**src/rtl/art_pkg.sv**
```systemverilog
package art_pkg;
  // register offsets
  localparam logic [3:0] OFF_BASE  = 4'd0;
  localparam logic [3:0] OFF_LAST  = 4'd1;
  localparam logic [3:0] OFF_RD    = 4'd2;
  localparam logic [3:0] OFF_WR    = 4'd3;
  localparam logic [3:0] OFF_MARK  = 4'd4;
  localparam logic [3:0] OFF_MASK  = 4'd5;
  localparam logic [3:0] OFF_STAT  = 4'd6;
  localparam logic [3:0] OFF_CLR   = 4'd7;
  localparam logic [3:0] OFF_REARM = 4'd8;
  localparam logic [3:0] OFF_MODE  = 4'd9;
  localparam logic [3:0] OFF_POS   = 4'd10;
  localparam logic [3:0] OFF_LEVEL = 4'd11;
  // status bit positions
  localparam int ST_MARK = 0;
  localparam int ST_XRUN = 1;
endpackage

```
**src/rtl/art_ptr.sv**
```systemverilog
module art_ptr #(
  parameter int PTR_W = 32,
  parameter int CNT_W = 17
) (
  input  logic             clk,
  input  logic             rst,
  input  logic             wr_en,
  input  logic [PTR_W-1:0] wr_val,
  input  logic             adv_en,
  input  logic [CNT_W-1:0] adv_bytes,
  input  logic [PTR_W-2:0] last_a,
  input  logic [PTR_W-1:0] size,
  output logic [PTR_W-1:0] ptr
);
  localparam int AW = PTR_W - 1;

  logic [AW:0]    sum;
  logic [AW:0]    wrapped;
  logic [PTR_W-1:0] nxt;

  always_comb begin
    sum     = {1'b0, ptr[AW-1:0]} + (AW+1)'(adv_bytes);
    wrapped = sum - size;
    nxt     = ptr;
    if (sum > {1'b0, last_a}) begin
      nxt[AW-1:0] = wrapped[AW-1:0];
      nxt[AW]     = ~ptr[AW];
    end else begin
      nxt[AW-1:0] = sum[AW-1:0];
    end
  end

  always_ff @(posedge clk) begin
    if (rst)         ptr <= '0;
    else if (wr_en)  ptr <= wr_val;
    else if (adv_en) ptr <= nxt;
  end

  // a nonzero advance moves the address backwards exactly when the phase toggles
  wrap_phase_chk: assert property (@(posedge clk) disable iff (rst)
    (!wr_en && adv_en && adv_bytes != '0) |=>
      ((ptr[AW-1:0] <= $past(ptr[AW-1:0])) == (ptr[AW] != $past(ptr[AW]))));
endmodule

```
**src/rtl/art_events.sv**
```systemverilog
module art_events (
  input  logic       clk,
  input  logic       rst,
  input  logic       mark_hit,
  input  logic       rearm_wr,
  input  logic       xrun_evt,
  input  logic       clr_wr,
  input  logic [1:0] clr_bits,
  input  logic [1:0] mask,
  output logic [1:0] status,
  output logic       armed,
  output logic       irq_mark,
  output logic       irq_xrun
);
  import art_pkg::*;

  logic mark_evt;
  assign mark_evt = armed & mark_hit;

  always_ff @(posedge clk) begin
    if (rst) begin
      status <= '0;
      armed  <= 1'b0;
    end else begin
      if (rearm_wr)      armed <= 1'b1;
      else if (mark_evt) armed <= 1'b0;
      status[ST_MARK] <= mark_evt | (status[ST_MARK] & ~(clr_wr & clr_bits[ST_MARK]));
      status[ST_XRUN] <= xrun_evt | (status[ST_XRUN] & ~(clr_wr & clr_bits[ST_XRUN]));
    end
  end

  assign irq_mark = status[ST_MARK] & ~mask[ST_MARK];
  assign irq_xrun = status[ST_XRUN] & ~mask[ST_XRUN];


  mark_latch_chk: assert property (@(posedge clk) disable iff (rst)
    mark_evt |=> status[ST_MARK]);

  mark_oneshot_chk: assert property (@(posedge clk) disable iff (rst)
    (mark_evt && !rearm_wr) |=> !armed);

  no_fire_disarmed_chk: assert property (@(posedge clk) disable iff (rst)
    $rose(status[ST_MARK]) |-> $past(armed));

  xrun_clear_chk: assert property (@(posedge clk) disable iff (rst)
    (clr_wr && clr_bits[ST_XRUN] && !xrun_evt) |=> !status[ST_XRUN]);

  xrun_latch_chk: assert property (@(posedge clk) disable iff (rst)
    xrun_evt |=> status[ST_XRUN]);
endmodule

```
**src/rtl/audio_ring_tracker.sv**
```systemverilog
module audio_ring_tracker
  import art_pkg::*;
#(
  parameter int PTR_W    = 32,
  parameter int CNT_W    = 17,
  parameter int MARK_LSB = 8
) (
  input  logic             clk,
  input  logic             rst,
  input  logic             reg_we,
  input  logic [3:0]       reg_waddr,
  input  logic [PTR_W-1:0] reg_wdata,
  input  logic [3:0]       reg_raddr,
  output logic [PTR_W-1:0] reg_rdata,
  input  logic             adv_valid,
  input  logic [CNT_W-1:0] adv_bytes,
  output logic             irq_mark,
  output logic             irq_xrun
);
  localparam int AW = PTR_W - 1;

  logic [AW-1:0] base_a, last_a, mark_q;
  logic [1:0]    mask_q;
  logic          cap_mode;
  logic [1:0][PTR_W-1:0] ptr_q;
  logic [PTR_W-1:0] rd_ptr, wr_ptr, cur_ptr;
  logic [AW:0]   size_w, level_w, free_w, room_w, bytes_x, mark_x;
  logic [AW-1:0] pos_w;
  logic          adv_ok, xrun_evt, mark_hit, rearm_wr, clr_wr;
  logic [1:0]    status;
  logic          armed;

  // fill level from the two pointers; the phase bit separates empty from full
  function automatic logic [AW:0] ring_level(input logic [PTR_W-1:0] rp,
                                             input logic [PTR_W-1:0] wp,
                                             input logic [AW:0]      sz);
    logic [AW:0] ra, wa;
    ra = {1'b0, rp[AW-1:0]};
    wa = {1'b0, wp[AW-1:0]};
    if (ra == wa)      return (rp[AW] != wp[AW]) ? sz : '0;
    else if (wa > ra)  return wa - ra;
    else               return wa + sz - ra;
  endfunction

  always_ff @(posedge clk) begin
    if (rst) begin
      base_a   <= '0;
      last_a   <= '0;
      mark_q   <= '0;
      mask_q   <= 2'b11;
      cap_mode <= 1'b0;
    end else if (reg_we) begin
      case (reg_waddr)
        OFF_BASE: base_a   <= reg_wdata[AW-1:0];
        OFF_LAST: last_a   <= reg_wdata[AW-1:0];
        OFF_MARK: mark_q   <= {reg_wdata[AW-1:MARK_LSB], {MARK_LSB{1'b0}}};
        OFF_MASK: mask_q   <= reg_wdata[1:0];
        OFF_MODE: cap_mode <= reg_wdata[0];
        default: ;
      endcase
    end
  end

  assign rd_ptr  = ptr_q[0];
  assign wr_ptr  = ptr_q[1];
  assign size_w  = {1'b0, last_a} - {1'b0, base_a} + 1'b1;
  assign level_w = ring_level(rd_ptr, wr_ptr, size_w);
  assign free_w  = size_w - level_w;
  assign bytes_x = (AW+1)'(adv_bytes);
  assign mark_x  = {1'b0, mark_q};
  assign room_w  = cap_mode ? free_w : level_w;
  assign adv_ok  = bytes_x <= room_w;
  assign xrun_evt = adv_valid & ~adv_ok;
  assign mark_hit = cap_mode ? (level_w > mark_x) : (free_w > mark_x);
  assign cur_ptr  = cap_mode ? wr_ptr : rd_ptr;
  assign pos_w    = cur_ptr[AW-1:0] - base_a;
  assign rearm_wr = reg_we & (reg_waddr == OFF_REARM) & reg_wdata[0];
  assign clr_wr   = reg_we & (reg_waddr == OFF_CLR);

  for (genvar i = 0; i < 2; i++) begin : g_ptr
    localparam logic [3:0] MY_OFF = (i == 0) ? OFF_RD : OFF_WR;
    localparam logic       IS_WR  = (i == 1);
    art_ptr #(.PTR_W(PTR_W), .CNT_W(CNT_W)) u_ptr (
      .clk       (clk),
      .rst       (rst),
      .wr_en     (reg_we && reg_waddr == MY_OFF),
      .wr_val    (reg_wdata),
      .adv_en    (adv_valid && adv_ok && (cap_mode == IS_WR)),
      .adv_bytes (adv_bytes),
      .last_a    (last_a),
      .size      (size_w),
      .ptr       (ptr_q[i])
    );
  end

  art_events u_evt (
    .clk      (clk),
    .rst      (rst),
    .mark_hit (mark_hit),
    .rearm_wr (rearm_wr),
    .xrun_evt (xrun_evt),
    .clr_wr   (clr_wr),
    .clr_bits (reg_wdata[1:0]),
    .mask     (mask_q),
    .status   (status),
    .armed    (armed),
    .irq_mark (irq_mark),
    .irq_xrun (irq_xrun)
  );

  always_comb begin
    reg_rdata = '0;
    case (reg_raddr)
      OFF_BASE:  reg_rdata = PTR_W'(base_a);
      OFF_LAST:  reg_rdata = PTR_W'(last_a);
      OFF_RD:    reg_rdata = rd_ptr;
      OFF_WR:    reg_rdata = wr_ptr;
      OFF_MARK:  reg_rdata = PTR_W'(mark_q);
      OFF_MASK:  reg_rdata = PTR_W'(mask_q);
      OFF_STAT:  reg_rdata = PTR_W'(status);
      OFF_MODE:  reg_rdata = PTR_W'(cap_mode);
      OFF_POS:   reg_rdata = PTR_W'(pos_w);
      OFF_LEVEL: reg_rdata = PTR_W'(level_w);
      default:   reg_rdata = '0;
    endcase
  end


  refused_hold_chk: assert property (@(posedge clk) disable iff (rst)
    (adv_valid && !adv_ok && !reg_we) |=> ($stable(rd_ptr) && $stable(wr_ptr)));

  idle_ptr_chk: assert property (@(posedge clk) disable iff (rst)
    (!adv_valid && !reg_we) |=> ($stable(rd_ptr) && $stable(wr_ptr)));
endmodule

```
**config.mk**
```make
export PLATFORM = sky130hd
export DESIGN_NAME = audio_ring_tracker
export DESIGN_NICKNAME = d
export VERILOG_FILES = /design/src/rtl/art_pkg.sv /design/src/rtl/art_ptr.sv /design/src/rtl/art_events.sv /design/src/rtl/audio_ring_tracker.sv
export SDC_FILE = /design/constraint.sdc
export NUM_CORES = 1
export LEC_CHECK = 0
export ABC_CLOCK_PERIOD_IN_PS = 19700
export BUFFER_PORTS_ARGS = -buffer_cell sky130_fd_sc_hd__buf_2
export CAP_MARGIN = 20
export CELL_PAD_IN_SITES_DETAIL_PLACEMENT = 1
export CELL_PAD_IN_SITES_GLOBAL_PLACEMENT = 2
export CORE_MARGIN = 3
export CORE_UTILIZATION = 41
export CTS_CLUSTER_SIZE = 8
export DETAILED_ROUTE_END_ITERATION = 16
export MAX_ROUTING_LAYER = met4
export PLACE_DENSITY = 0.95
export SYNTH_ARGS = -nofsm -noshare
export SYNTH_HDL_FRONTEND = slang
export SYNTH_SLANG_ARGS = --single-unit
```
**constraint.sdc**
```tcl
create_clock -name clk -period 19.7 [get_ports clk]
set_input_delay 5.91 -clock clk [delete_from_list [all_inputs] [get_ports clk]]
set_output_delay 5.91 -clock clk [all_outputs]
set_load 0.1 [all_outputs]
```
=== Word level (Yosys, flattened, before mapping) ===
Cells that the tools add are included.

* Register bits after elaboration: 155
* Input port bits: 61
* Output and inout port bits: 34
* Word-level logic and storage cells: 104

* Add/sub/neg operators: 11
* Order comparisons: 6
* Eq/ne operators: 19
* Mux-type cells: 17
* Bitwise logic cells: 21
* Reduce and logical (&&, ||, !) cells: 19

{| class="wikitable"
|+ Operators by type and width
! kind !! count
|-
| 32-bit case mux with 10 select lines || 1
|-
| 32-bit two-way mux || 8
|-
| 32-bit by 31-bit > comparator with 1-bit output || 4
|-
| 31-bit two-way mux || 3
|-
| 31-bit subtractor || 3
|-
| 31-bit by 17-bit adder with 32-bit output || 2
|-
| 31-bit by 31-bit subtractor with 32-bit output || 2
|-
| 31-bit by 32-bit adder with 32-bit output || 1
|-
| 32-bit by 1-bit adder with 32-bit output (second input constant) || 1
|-
| 17-bit by 32-bit <= comparator with 1-bit output || 1
|-
| 32-bit by 31-bit subtractor with 32-bit output || 1
|-
| 32-bit subtractor || 1
|-
| 31-bit equality test || 1
|-
| 31-bit > comparator || 1
|-
| 4-bit by 3-bit equality test with 1-bit output (second input constant) || 6
|-
| 4-bit equality test (second input constant) || 5
|-
| 4-bit by 2-bit equality test with 1-bit output (second input constant) || 4
|-
| 2-bit AND reduction || 7
|-
| 1-bit AND || 11
|-
| 2-bit nonzero test || 5
|-
| 4-bit by 1-bit equality test with 1-bit output (second input constant) || 2
|-
| 4-bit logical NOT || 2
|-
| 1-bit NOT || 8
|-
| 1-bit logical AND || 5
|-
| 3 further kinds || 8
|}

=== Depth between registers and ports, before layout ===
* Depth after elaboration: 13
* Gate-level depth with buffers: 49
* Depth with buffers taken out: 49

=== Modules after synthesis ===
A second synthesis with hierarchy kept.

* Cells, all modules: 3,717
* Area total of the unflattened synthesis: 27,153.5 um2

{| class="wikitable"
|+ By module, submodules not included
! module !! instances !! cells an instance !! area each (um2)
|-
| audio_ring_tracker || 1 || 2,250 || 16,497.1
|-
| art_ptr at g_ptr[0].u_ptr || 1 || 726 || 5,276.3
|-
| art_ptr at g_ptr[1].u_ptr || 1 || 727 || 5,253.8
|-
| art_events || 1 || 14 || 126.4
|}

=== Worst setup path after synthesis ===
OpenSTA, ideal clock, no wires.

* Path type: input-to-output
* From: in reg_raddr[0]
* To: out reg_rdata[31]
* Arrival: 9.546 ns
* Required time: 13.790 ns
* Path slack: 4.244 ns
* Cell stages on the path: 6
* Path buffers: 4
* Cells stage by stage: clkbuf_1 -> buf_1 -> clkbuf_1 -> nand3_1 -> clkbuf_1 -> o21ai_0

* Word-level cells in the longest chain between the ends: 2
* Elaborated cells between the ends (all ways): 11
* Those cells by class: 9 x eq/ne; 1 x mux; 1 x reduce/logical

{| class="wikitable"
|+ Ends and longest elaborated chain
! item !! line !! source
|-
| from (decl) || audio_ring_tracker.sv:13 || <nowiki>input logic [3:0] reg_raddr,</nowiki>
|-
| 4-bit equality test, or another cell as far along || audio_ring_tracker.sv:113 || <nowiki>case (reg_raddr)</nowiki>
|-
| 32-bit case mux with 10 select lines (*) || audio_ring_tracker.sv:113 ||
|-
| to (decl) || audio_ring_tracker.sv:14 || <nowiki>output logic [PTR_W-1:0] reg_rdata,</nowiki>
|}

Every way passes the cells marked *; elsewhere a longest branch is shown, timed or not.

=== Worst setup path after layout ===
* From: in reg_raddr[1]
* To: out reg_rdata[24]

Same word-level chain as after synthesis.

==> results.toml <==
[run_status]
outcome = "complete, no violations"

[setup_path]
slowest_stage = "nor2_1"
critPathMaxFanout = 24
critPathArrivalTime_ns = 8.80
max_stage_delay_ns = 0.58
end_kind = "output port"
start_kind = "input pin"
ff2ff_path_depth = 46
crit_chain = "buf_2 > nand2b_1 > nor2_1 > buf_4 > a222oi_1 > nand2_1 > a21oi_1 > o21ai_0 > buf_2"
criticalPathCategory = "input pin to output port"
regToRegEndpoint = "u_evt.status[0]"
crit_top_cell = "buf_2"
r2r_start = "last_a[1]"
cp_data_required_time_ns = 13.79
rrSetupSlack_ns = 8.11

[timing]
post-route-period-util = 0.747
setup_viol = 0
fin_tns_setup_ns = 0
hold_viol_final = 0
holdWs_ns = 0.476
worstMarginPinSlew_ns = 1.19
rsz0062_at_grt = "false"
fin_crit_ns = 14.71
slew_headroom = 0.205
final-max-slew-violation-count = 0
skew_ns = 0.0141
fmax_ghz = 0.0680

[synthesis]
synth_top_family_by_area = "compound AO/OA/AOI/OAI gates"
synth.net_count = 4128
post-synth-top-area-cell = "ha_1"
muxShareOfSynthArea = 0.0241
async_flop_share = 0
avgSynthCellArea_um2 = 7.30
netlist_instances = 3623
netlist_area_um2 = 26400
ys_seq_area_frac = 0.117
ys.warnings.count = 0
ys.flop_type = "dfxtp_1"
synth_compound_area_frac = 0.283
synthTopCellsByArea = "ha_1, dfxtp_1, a21oi_1"
yosys.area.top_type_share = 0.192
synth_fa_ha_area_frac = 0.221
ys_types = 95
ys_ff_latch = 155
synth_edf_count = 0
synthXorXnorAreaFrac = 0.0746
synthSimpleGateAreaFrac = 0.223

[min_path]
min_path_cells = 2
min_from = "base_a[20]"
min_to = "base_a[20]"
holdCritPathClass = "flip-flop to flip-flop"

[global_routing]
antenna_found_initial = 3
grt_pass1_wl_um = 171000
gr-total-overflow = 0
grt_max_degree = 78
grt_use_total = 0.342
grt_pass1_vias = 28000

[final_layout]
drive_gt1_frac = 0.0699
layout_common_cells = "nand2_1, ha_1, a21oi_1, inv_1, nor2_1"
fin_nets = 4156
final_common_cell = "nand2_1"
synthToLayoutAreaGrowth_pct = 7.53
layout.cells.non_filler = 4510
fin_util = 0.448
num_antenna_cells = 0

[clock_network]
cts.sinks = 155
clk_root_buffer_cell = "clkbuf_16"
cts_buffers = 17
ctsHoldBuffers = 0
cts_buffer_depth = 2
cts.repair.resized = 0
clk_pin_slew_worst_paths_ns = 0.06
clk_latency_ns = 0.46
post_cts_buffers = 0
htreeDepth = 4
cts_tree = "done"

[floorplan]
pin_count = 95
die_area_um2 = 67500
core_um2 = 63400
initial_utilization = 0.417
fp.dieW_um = 260
rows = 92
die_y_um = 260

[drt]
viasPerCell = 6.38
vias = 28800
wire_per_inst_um = 25.5
first_iter_violations = 2852
met3_wirelength_um = 10300
antenna_left = 0
routed.top_layer = "met4"
dr.pass1.iters = 7
routed_wl_um = 115000
wl_met1_um = 53400
wl_met2_um = 47600
drc_errors = 0

[placement]
gp_congestion = 0.956
placedCellCount = 4478
numPortBuffers = 94
dpl.hpwl_um = 95800

[flow_run]
cap_violations = 0
## layout make-up
class	instances	area, µm²
Clock inverter	11	113
Inverter	239	897
Sequential cell	155	3110
Fill cell	8144	35000
Multi-Input combinational cell	3084	21900
Timing Repair Buffer	154	923
Clock buffer	21	460
Tap cell	846	1060
## how the worst max path moves through the flow
stage,from,end,slack (ns),cells after the start
after floorplan,reg_raddr[0],reg_rdata[31],4.24,6
after global placement,reg_raddr[1],reg_rdata[24],5.08,9
after detailed placement,reg_raddr[1],reg_rdata[24],5.09,9
after CTS,reg_raddr[1],reg_rdata[24],5.08,9
after global routing,reg_raddr[1],reg_rdata[24],4.96,9
final,reg_raddr[1],reg_rdata[24],4.99,9
## synthesized netlist by cell type, types with 11 or more instances
cell,number
nand2_1,427
ha_1,405
a21oi_1,374
inv_1,237
nor2_1,226
o21ai_0,209
dfxtp_1,155
xnor2_1,150
clkbuf_1,125
nand3_1,115
a21o_1,106
nor3_1,80
xor2_1,75
o21a_1,58
nand2b_1,54
and3_1,53
or3_1,51
nor2b_1,50
a31oi_1,46
nand4_1,46
fa_1,39
mux2i_1,39
o21bai_1,30
and2_1,26
o211ai_1,26
a211oi_1,25
a222oi_1,24
o31ai_1,23
a22oi_1,17
nor4_1,17
o221ai_1,17
o31a_1,14
or4_1,14
o2111ai_1,13
a211o_1,12
a31o_2,12
o2111a_1,12
a221oi_1,11
nand3b_1,11
## flip-flops by register name, indices dropped and copies added (netlist names)
register         flops
u_evt.armed          1
mask_q               2
g_ptr.u_ptr.ptr     64
cap_mode             1
mark_q              23
last_a              31
u_evt.status         2
base_a              31
## through the flow
step	setup WS [ns]	instance area, µm²
after floorplan	4.24	26400
after global placement	5.08	27800
after detailed placement	5.09	27800
after CTS	5.08	28400
after global routing	4.96	28400
final	4.99	28400
## worst max-delay path, delay by kind of cell
family / cells / cell delay, ns
compound gates: 3 / 0.36
buf+inv: 3 / 1.31
simple gates: 3 / 1.16
## kinds of logic (layout without fill, tap and decap cells)
logic type	Yosys count	count (layout)
mux	53	53
flops	155	155
fa+ha+maj	444	444
buf+inv	384	425
compound gates	1145	1145
xor+xnor	225	225
simple gates	1217	1217
## metal layers
metal  global-route usage  up-vias
met3               0.0460      171
met2                0.497     1112
li1                     -    13300
met1                0.487    14100
met5                    -        -
met4                0.111        0
Power is not shown: default switching activity piles up to over one toggle a cycle in this logic, so the estimate is an artifact.
